**src/rtl/bipolar_adc_seq.sv**
```systemverilog
module bipolar_adc_seq #(
  parameter int HALF_DIV = 2,
  parameter int GAP_CYCLES = 24,
  parameter logic [7:0] CFG_FWD = 8'h7F,
  parameter logic [7:0] CFG_REV = 8'h3F
) (
  input  logic        clk,
  input  logic        rst,
  input  logic        start,
  output logic        busy,
  output logic        done,
  output logic [15:0] result,
  output logic        cs_n,
  output logic        sclk,
  output logic        mosi,
  input  logic        miso
);
  localparam int DIVW = (HALF_DIV > 1) ? $clog2(HALF_DIV) : 1;
  localparam int GAPW = (GAP_CYCLES > 1) ? $clog2(GAP_CYCLES) : 1;

  typedef enum logic [1:0] {S_IDLE, S_SHIFT, S_GAP} state_t;

  state_t            st;
  logic [1:0]        frame;
  logic [3:0]        bitcnt;
  logic [DIVW-1:0]   divcnt;
  logic [GAPW-1:0]   gapcnt;
  logic [15:0]       tx, rx, fwd;
  logic [15:0]       fwd_half, rev_half, resolved;

  assign busy     = (st != S_IDLE);
  assign mosi     = tx[15];
  assign fwd_half = {1'b0, fwd[15:1]};
  assign rev_half = {1'b0, rx[15:1]};
  assign resolved = (fwd != 16'd0) ? fwd_half : (~rev_half + 16'd1);

  always_ff @(posedge clk) begin
    if (rst) begin
      st     <= S_IDLE;
      frame  <= '0;
      bitcnt <= '0;
      divcnt <= '0;
      gapcnt <= '0;
      tx     <= '0;
      rx     <= '0;
      fwd    <= '0;
      result <= '0;
      done   <= 1'b0;
      cs_n   <= 1'b1;
      sclk   <= 1'b0;
    end else begin
      done <= 1'b0;
      case (st)
        S_IDLE: begin
          if (start) begin
            st     <= S_SHIFT;
            cs_n   <= 1'b0;
            frame  <= '0;
            tx     <= {CFG_FWD, 8'h00};
            bitcnt <= '0;
            divcnt <= '0;
          end
        end
        S_SHIFT: begin
          if (divcnt == DIVW'(HALF_DIV - 1)) begin
            divcnt <= '0;
            if (!sclk) begin
              sclk <= 1'b1;
              rx   <= {rx[14:0], miso};
            end else begin
              sclk   <= 1'b0;
              tx     <= {tx[14:0], 1'b0};
              bitcnt <= bitcnt + 4'd1;
              if (bitcnt == 4'd15) begin
                cs_n <= 1'b1;
                case (frame)
                  2'd0: st <= S_GAP;
                  2'd1: begin
                    fwd <= rx;
                    st  <= S_GAP;
                  end
                  default: begin
                    result <= resolved;
                    done   <= 1'b1;
                    st     <= S_IDLE;
                  end
                endcase
              end
            end
          end else begin
            divcnt <= divcnt + DIVW'(1);
          end
        end
        S_GAP: begin
          if (gapcnt == GAPW'(GAP_CYCLES - 1)) begin
            gapcnt <= '0;
            st     <= S_SHIFT;
            cs_n   <= 1'b0;
            frame  <= frame + 2'd1;
            tx     <= {(frame == 2'd0) ? CFG_REV : CFG_FWD, 8'h00};
            bitcnt <= '0;
            divcnt <= '0;
          end else begin
            gapcnt <= gapcnt + GAPW'(1);
          end
        end
        default: st <= S_IDLE;
      endcase
    end
  end
endmodule

```
**config.mk**
```make
export PLATFORM = sky130hd
export DESIGN_NAME = bipolar_adc_seq
export DESIGN_NICKNAME = d
export VERILOG_FILES = /design/src/rtl/bipolar_adc_seq.sv
export SDC_FILE = /design/constraint.sdc
export NUM_CORES = 1
export LEC_CHECK = 0
export BUFFER_PORTS_ARGS = -buffer_cell sky130_fd_sc_hd__clkbuf_2
export CAP_MARGIN = 20
export CORE_MARGIN = 3
export CORE_UTILIZATION = 52
export DETAILED_ROUTE_END_ITERATION = 16
export MAX_ROUTING_LAYER = met4
export PLACE_DENSITY_LB_ADDON = 0.08
export SKIP_LAST_GASP = 1
export SYNTH_ARGS = -nofsm -noshare
export SYNTH_HDL_FRONTEND = slang
export SYNTH_SLANG_ARGS = --single-unit
```
**constraint.sdc**
```tcl
create_clock -name clk -period 2.4 [get_ports clk]
set_input_delay 0.48 -clock clk [delete_from_list [all_inputs] [get_ports clk]]
set_output_delay 0.48 -clock clk [all_outputs]
set_load 0.1 [all_outputs]
```
==> impl_results.md, run 1 <==
* Status: completed
* CTS Root Cell: clkbuf_8
* Die Area at about 0.0072 mm^2
* Final Skew at between 0.005 and 0.006 ns
* Final ANT Viol Nets at 0
* Ys flop type: dfxtp_1
* Pwr dens at about 840 mW/mm^2
* Hold wc startpoint: miso
* Reg2reg end: result[14]$_SDFFE_PP0P_
* Site row count at 28
* Area delta synth->final at 11.21%
* Detailed Route WL at between 6 and 7 mm
* Initial antenna violation count at 0
* Placer Congestion at 0.8713
* Crit. End Element: flop
* Sw Share at 0.3309
* EDFF count, synth at 0
* Mux share of post-synthesis cell area at 0.05622
* Post-Synth Adder-Cell Area at 0.03877
* Fin. Hold Viols at 0
* Most frequent cells in the layout: dfxtp_1 (72), nor2_1 (55), nand2_1 (54)
* Post-DP HPWL at 4.790 mm
* Max stage delay on crit path at between 0.6 and 0.7 ns
* Internal power consumption at roughly 0.002 W
* Largest net degree at the start of global routing at 30
* Hold path endpoint: rx[0]$_SDFFE_PP0P_
* Unique masters post-synth at between 40 and 50
* Largest family of logic cells by synthesized area: simple AND/OR/NAND/NOR gates
* Least-Margin Pin Slew at ~0.65 ns
* PortBufs at 24
* Synth Area per Inst at 8.360 um^2
* Synth area leaders: dfxtp_1 (45%), nor2_1 (6.4%), nand2_1 (6.3%)
* TritonRoute pass-1 iters at 4
* Synth Area in Simple Gates at 0.2466
* RSZ-0062 raised after global routing: no
* Synth top area share at 0.4529
* Boundary Pins at 25
* Net Sw Power at roughly 0.00099 W
* Gate count of the mapped netlist at slightly below 400
* Max Slew Vio Count at 0
* Clock sinks at 73
* Post-CTS Setup Inserts at 0
* Leakage power at 1.333 nW
* Final setup viols at 0
* Reg-to-Reg Start: rx[1]$_SDFFE_PP0P_
* DR vias at around 2700
* Peak VDD IR at about 480 uV
* Fin nets at 415
* Initial Util at 0.5418
* First-pass GRT wire length at approximately 12 mm
* CP required at about 2.6 ns
* Fillers at 552
* Clock power share at 0.293
* Comb power frac at 0.249
* Fmax at between 400 and 500 MHz
* Post-synthesis register bit count at between 70 and 80
* Post-synth ARST share at 0
* Drt initial violations at roughly 210
* Die width at around 85 um
* Worst Reg-to-Reg Cells at 7
* Post-DR vias/cell at ~5.5
* Total global-route track usage at 0.2125
* CTS buffer count at 9
* Commonest non-fill, non-tap cell in the layout: dfxtp_1
* Register area share after synthesis at 0.4529
* Vias in the first global route at around 2500
* Critical path arrival at between 2 and 2.5 ns
* Post-cts resize count at 0
* WS Path Type: flop to flop
* Syn Nets at 400
* Drc violations at 0
* Share of layout cells above drive strength 1 at 0.1407
* Hold Crit Class: input pin to flop
* Worst slack at placement at between 0.2 and 0.25 ns
* Worst Slack Setup Final at 0.1835 ns
* Mapped cell area at between 0.003 and 0.004 mm^2
* Routed length per placed instance at about 15 um
* Max-Cap Viols at 0
* Worst hold path depth at 3
* Top cell type by total area after synthesis: dfxtp_1
* Slew margin rel. at 0.5680
* Worst-path clk slew at 0.07 ns
* DIE HEIGHT at approximately 85 um
* CP max FO at 7
* Synth Area in Compound Gates at 0.1295
* Slowest-stage cell, CP: or4b_2
* Core area at 0.005956 mm^2
* Hold-fix buffers, CTS at 0
* Period utilization at 0.9235
* Grt ovf at 0
* CTS tree: yes
* Register share of total power at 0.458
* Yosys warnings at 0
* Clk Latency, worst-skew pair at 0.32 ns
* Final Critical Period at 2.216 ns
* CP Cell Sequence: inv_1, ha_1, or4b_2, nor4_1, xnor2_1, a211oi_1, nor3_1
* Clock Tree Buf Depth at 2
* CTS H-tree depth at 3
* Xor/xnor share of the synthesized area at 0.02714
* Final setup TNS at 0 ns
* Ant. Diodes at 0
* Worst R2R Setup Slack at 0.18 ns
* Launching element type of the critical path: flop
-- sequential cells by signal, indices dropped and copies added, names as in the netlist --
register	count
fwd	16
result	16
rx	16
tx	8
gapcnt	5
bitcnt	4
frame	2
st	2
cs_n	1
divcnt	1
done	1
sclk	1
-- metrics by stage --
step / util / total power [W] / std cells / hold WS, ns / area, um^2
finish: 0.6025 / 0.002998 / 480 / 0.3810 / 3588
global route: 0.6025 / 0.003172 / 480 / 0.4003 / 3588
CTS: 0.6025 / 0.003023 / 480 / 0.3698 / 3588
detailed placement: 0.5729 / 0.002139 / 465 / 0.4498 / 3412
global placement: 0.5729 / 0.002129 / 465 / 0.4409 / 3412
floorplan: - / 0.001962 / 386 / 0.4407 / 3228
-- power groups by stage --
stage | Clock (W) | Sequential [W] | Combinational [W]
2_1_floorplan | 0 | 0.00146 | 0.000500
5_1_grt | 0.000959 | 0.00138 | 0.000828
4_1_cts | 0.000907 | 0.00137 | 0.000744
3_5_place_dp | 0 | 0.00140 | 0.000740
6_report | 0.000879 | 0.00137 | 0.000746
3_3_place_gp | 0 | 0.00140 | 0.000733
-- routing by layer --
layer / part of all wire / vias to the layer above / global-route usage / routed length [um]
met5: 0 / - / - / 0
met4: 0.0079 / 0 / 0.06619 / 55
met3: 0.037 / 6 / 0.03042 / 258
met2: 0.41 / 53 / 0.2932 / 2897
met1: 0.54 / 1235 / 0.3185 / 3786
li1: - / 1368 / - / -
-- area by class of cell --
class	instances	area, um^2	area share
Clock inverter	4	45.04	0.01255
Tap cell	75	93.84	0.02615
Inverter	9	33.78	0.009414
Clock buffer	11	131.4	0.03661
Sequential cell	73	1463	0.4076
Multi-Input combinational cell	274	1614	0.4498
Timing Repair Buffer	34	207.7	0.05788
-- cells by family (layout without fill, tap and decap cells) --
kind of cell / Yosys count / count (layout)
buf+inv: 39 / 58
xor+xnor: 10 / 10
simple gates: 170 / 170
compound gates: 66 / 66
flops: 73 / 73
fa+ha+maj: 10 / 10
mux: 18 / 18
-- critical path: cells and delay by family, from the launching register on --
family | cells | cell delay [ns]
XOR/XNOR | 1 | 0.10
AO/OA/AOI/OAI | 1 | 0.28
adder cells (fa/ha/maj) | 1 | 0.20
buffers and inverters | 1 | 0.09
flip-flops | 1 | 0.37
AND/OR/NAND/NOR | 3 | 1.06
-- synthesized netlist by cell type, types with 5 or more instances --
master	number
nor3_1	20
xnor2_1	9
nor2_1	55
nand2_1	54
mux2i_1	17
a311oi_1	5
a21oi_1	35
dfxtp_1	73
clkbuf_1	26
inv_1	9
nand3_1	7
ha_1	10
a211oi_1	12
nor4_1	9
-- worst max-delay path by stage --
stage,startpoint,cells after the start,endpoint
2_1_floorplan,rx[6]$_SDFFE_PP0P_,7,result[13]$_SDFFE_PP0P_
3_3_place_gp,rx[6]$_SDFFE_PP0P_,5,result[13]$_SDFFE_PP0P_
5_1_grt,rx[1]$_SDFFE_PP0P_,7,result[14]$_SDFFE_PP0P_
3_5_place_dp,rx[6]$_SDFFE_PP0P_,5,result[13]$_SDFFE_PP0P_
6_report,rx[1]$_SDFFE_PP0P_,7,result[14]$_SDFFE_PP0P_
4_1_cts,rx[6]$_SDFFE_PP0P_,5,result[13]$_SDFFE_PP0P_
No activity file was read; power rests on OpenSTA's default activity.
==> run 2, diff against run 1 <==
Clock period 2.4 ns to 2.3 ns, I/O delays scaled along.
==> run 2 against run 1 <==
Sequential share of layout area down 0.14 points. Power up 3.0%. Sequential cell count unchanged. Wire length down 1.9%. Non-clock buffer count up 2. Worst setup slack worse by 0.037 ns. Critical path depth unchanged. Hold slack worse by 0.045 ns. Count of clock-buffer cells in the layout up 2. Critical endpoint is now result[8]$_SDFFE_PP0P_. Highest routed layer unchanged.
==> impl_results.md, run 2 (synthesis gave the netlist of run 1 again) <==
* Status: completed (unchanged)
* Storage cell area at 0.001463 mm^2 (unchanged)
* Critical path arrival at 2.41 ns (was 2.42 ns)
* CTS tree: yes (unchanged)
* CP required at 2.55 ns (was 2.61 ns)
* Largest net degree at the start of global routing at 56 (was 30)
* Regs by FF count: fwd: 16 flops, result: 16 flops, rx: 16 flops (unchanged)
* Worst-path clk slew at 0.07 ns (about the same)
* Pwr dens at 857.2 mW/mm^2 (was 835.5 mW/mm^2)
* Clk Latency, worst-skew pair at 0.34 ns (was 0.32 ns)
* Share of layout cells above drive strength 1 at 0.1471 (was 0.1407)
* Clock Tree Buf Depth at 2 (unchanged)
* Detailed Route WL at 6.863 mm (was 6.998 mm)
* Final setup viols at 0 (unchanged)
* DIE HEIGHT at 84.78 um (unchanged)
* Initial antenna violation count at 0 (unchanged)
* Final ANT Viol Nets at 0 (unchanged)
* CTS Root Cell: clkbuf_8 (unchanged)
* Placer Congestion at 0.8736 (was 0.8713)
* CTS buffer count at 9 (unchanged)
* Multi-input gate area in the final layout at 0.001614 mm^2 (unchanged)
* Total global-route track usage at 0.2126 (was 0.2125)
* Least-Margin Pin Slew at 0.5726 ns (was 0.6480 ns)
* Routed length per placed instance at 14.21 um (was 14.58 um)
* Hold Crit Class: input pin to flop (unchanged)
* Worst R2R Setup Slack at 0.15 ns (was 0.18 ns)
* Fin. Hold Viols at 0 (unchanged)
* Fmax at 464.4 MHz (was 451.2 MHz)
* Drt initial violations at 158 (was 206)
* Clock sinks at 73 (unchanged)
* Boundary Pins at 25 (unchanged)
* CTS H-tree depth at 3 (unchanged)
* CP max FO at 7 (unchanged)
* Fillers at 565 (was 552)
* Final Skew at 0.006370 ns (was 0.005793 ns)
* PortBufs at 24 (unchanged)
* Design Power at 0.003087 W (was 0.002998 W)
* Post-cts resize count at 0 (unchanged)
* Initial Util at 0.5418 (unchanged)
* Slowest-stage cell, CP: or4b_2 (unchanged)
* Final Util at 0.6046 (was 0.6025)
* Ant. Diodes at 0 (unchanged)
* Period utilization at 0.9362 (was 0.9235)
* CP top delay family: simple AND/OR/NAND/NOR gates (unchanged)
* Grt ovf at 0 (unchanged)
* Slew margin rel. at 0.6183 (was 0.5680)
* Crit. End Element: flop (unchanged)
* Die width at 84.78 um (unchanged)
* Post-DR vias/cell at 5.545 (was 5.546)
* WS Path Type: flop to flop (unchanged)
* Max Slew Vio Count at 0 (unchanged)
* Post-DP HPWL at 4.672 mm (was 4.790 mm)
* First-pass GRT wire length at 12.03 mm (was 12.13 mm)
* RSZ-0062 raised after global routing: yes (was no)
* Area delta synth->final at 11.59% (was 11.21%)
* Site row count at 28 (unchanged)
* Die Area at 0.007187 mm^2 (unchanged)
* Leakage power at 1.344 nW (was 1.333 nW)
* Launching element type of the critical path: flop (unchanged)
* Drc violations at 0 (unchanged)
* Buf+Inv Stages, Crit Path at 1 (unchanged)
* Hold-fix buffers, CTS at 0 (unchanged)
* Final Critical Period at 2.153 ns (was 2.216 ns)
* Post-CTS Setup Inserts at 0 (unchanged)
* CP Cell Sequence: inv_1, ha_1, or4b_2, nor4_1, xnor2_1, a21oi_1, a211oi_1 (was inv_1, ha_1, or4b_2, nor4_1, xnor2_1, a211oi_1, nor3_1)
* Peak VDD IR at 512.5 uV (was 479.6 uV)
* Vias in the first global route at 2465 (was 2476)
* Core area at 0.005956 mm^2 (unchanged)
* Commonest non-fill, non-tap cell in the layout: dfxtp_1 (unchanged)
* Worst Slack Setup Final at 0.1467 ns (was 0.1835 ns)
* TritonRoute pass-1 iters at 4 (unchanged)
* Fin nets at 417 (was 415)
* Most frequent cells in the layout: dfxtp_1 (72), nor2_1 (55), nand2_1 (54) (unchanged)
* DR vias at 2678 (was 2662)
* Max-Cap Viols at 0 (unchanged)
* Max stage delay on crit path at 0.69 ns (about the same)
* Worst slack at placement at 0.1670 ns (was 0.2050 ns)
run 2: cell types whose count changed in the layout (fill, tap and decap cells not counted):
cell       delta
buf_4         +2
clkbuf_8      +2
bufinv_16     -1
run 2: final cells by class:
cell class | instances | share of cell area
clock buffer | 13 | 0.04413
clock inverter | 3 | 0.004170
inverter | 9 | 0.009382
multi-input combinational | 274 | 0.4482
sequential | 73 | 0.4062
tap | 75 | 0.02606
timing repair buffer | 36 | 0.06185
run 2: per-stage QoR:
step	cells	area [um^2]	hold slack, ns	TNS [ns]
2_1_floorplan	386	3228	0.4407	0
3_3_place_gp	467	3427	0.4400	0
3_5_place_dp	467	3427	0.4438	0
4_1_cts	483	3601	0.3294	0
5_1_grt	483	3601	0.3491	-0.03580
6_report	483	3601	0.3363	0
run 2: path summary, 6_finish.rpt:
| kind | cells after the start | endpoint | start |
|---|---|---|---|
| min | 3 | rx[0]$_SDFFE_PP0P_ | miso |
| max | 7 | result[8]$_SDFFE_PP0P_ | rx[1]$_SDFFE_PP0P_ |
| max reg2reg | 7 | result[8]$_SDFFE_PP0P_ | rx[1]$_SDFFE_PP0P_ |
| min reg2reg | 2 | tx[15]$_SDFFE_PP0P_ | tx[15]$_SDFFE_PP0P_ |
run 2: tightest hold or removal path, cell delays in order:
cell	delay [ns]
clkbuf_2	0.08
nand2_1	0.04
a21oi_1	0.05
run 2: report_power, final:
group / internal [W] / switching [W] / total [W]
logic: 0.000239 / 0.000532 / 0.000771
registers: 0.00136 / 0.0000696 / 0.00143
clock network: 0.000446 / 0.000438 / 0.000884
total: 0.00205 / 0.00104 / 0.00309
run 2: routing by layer:
layer	part of all wire	track usage	up-vias
met5	0	-	-
met4	0.016	0.07770	0
met3	0.038	0.03238	10
met2	0.40	0.2861	50
met1	0.54	0.3185	1244
li1	-	-	1374
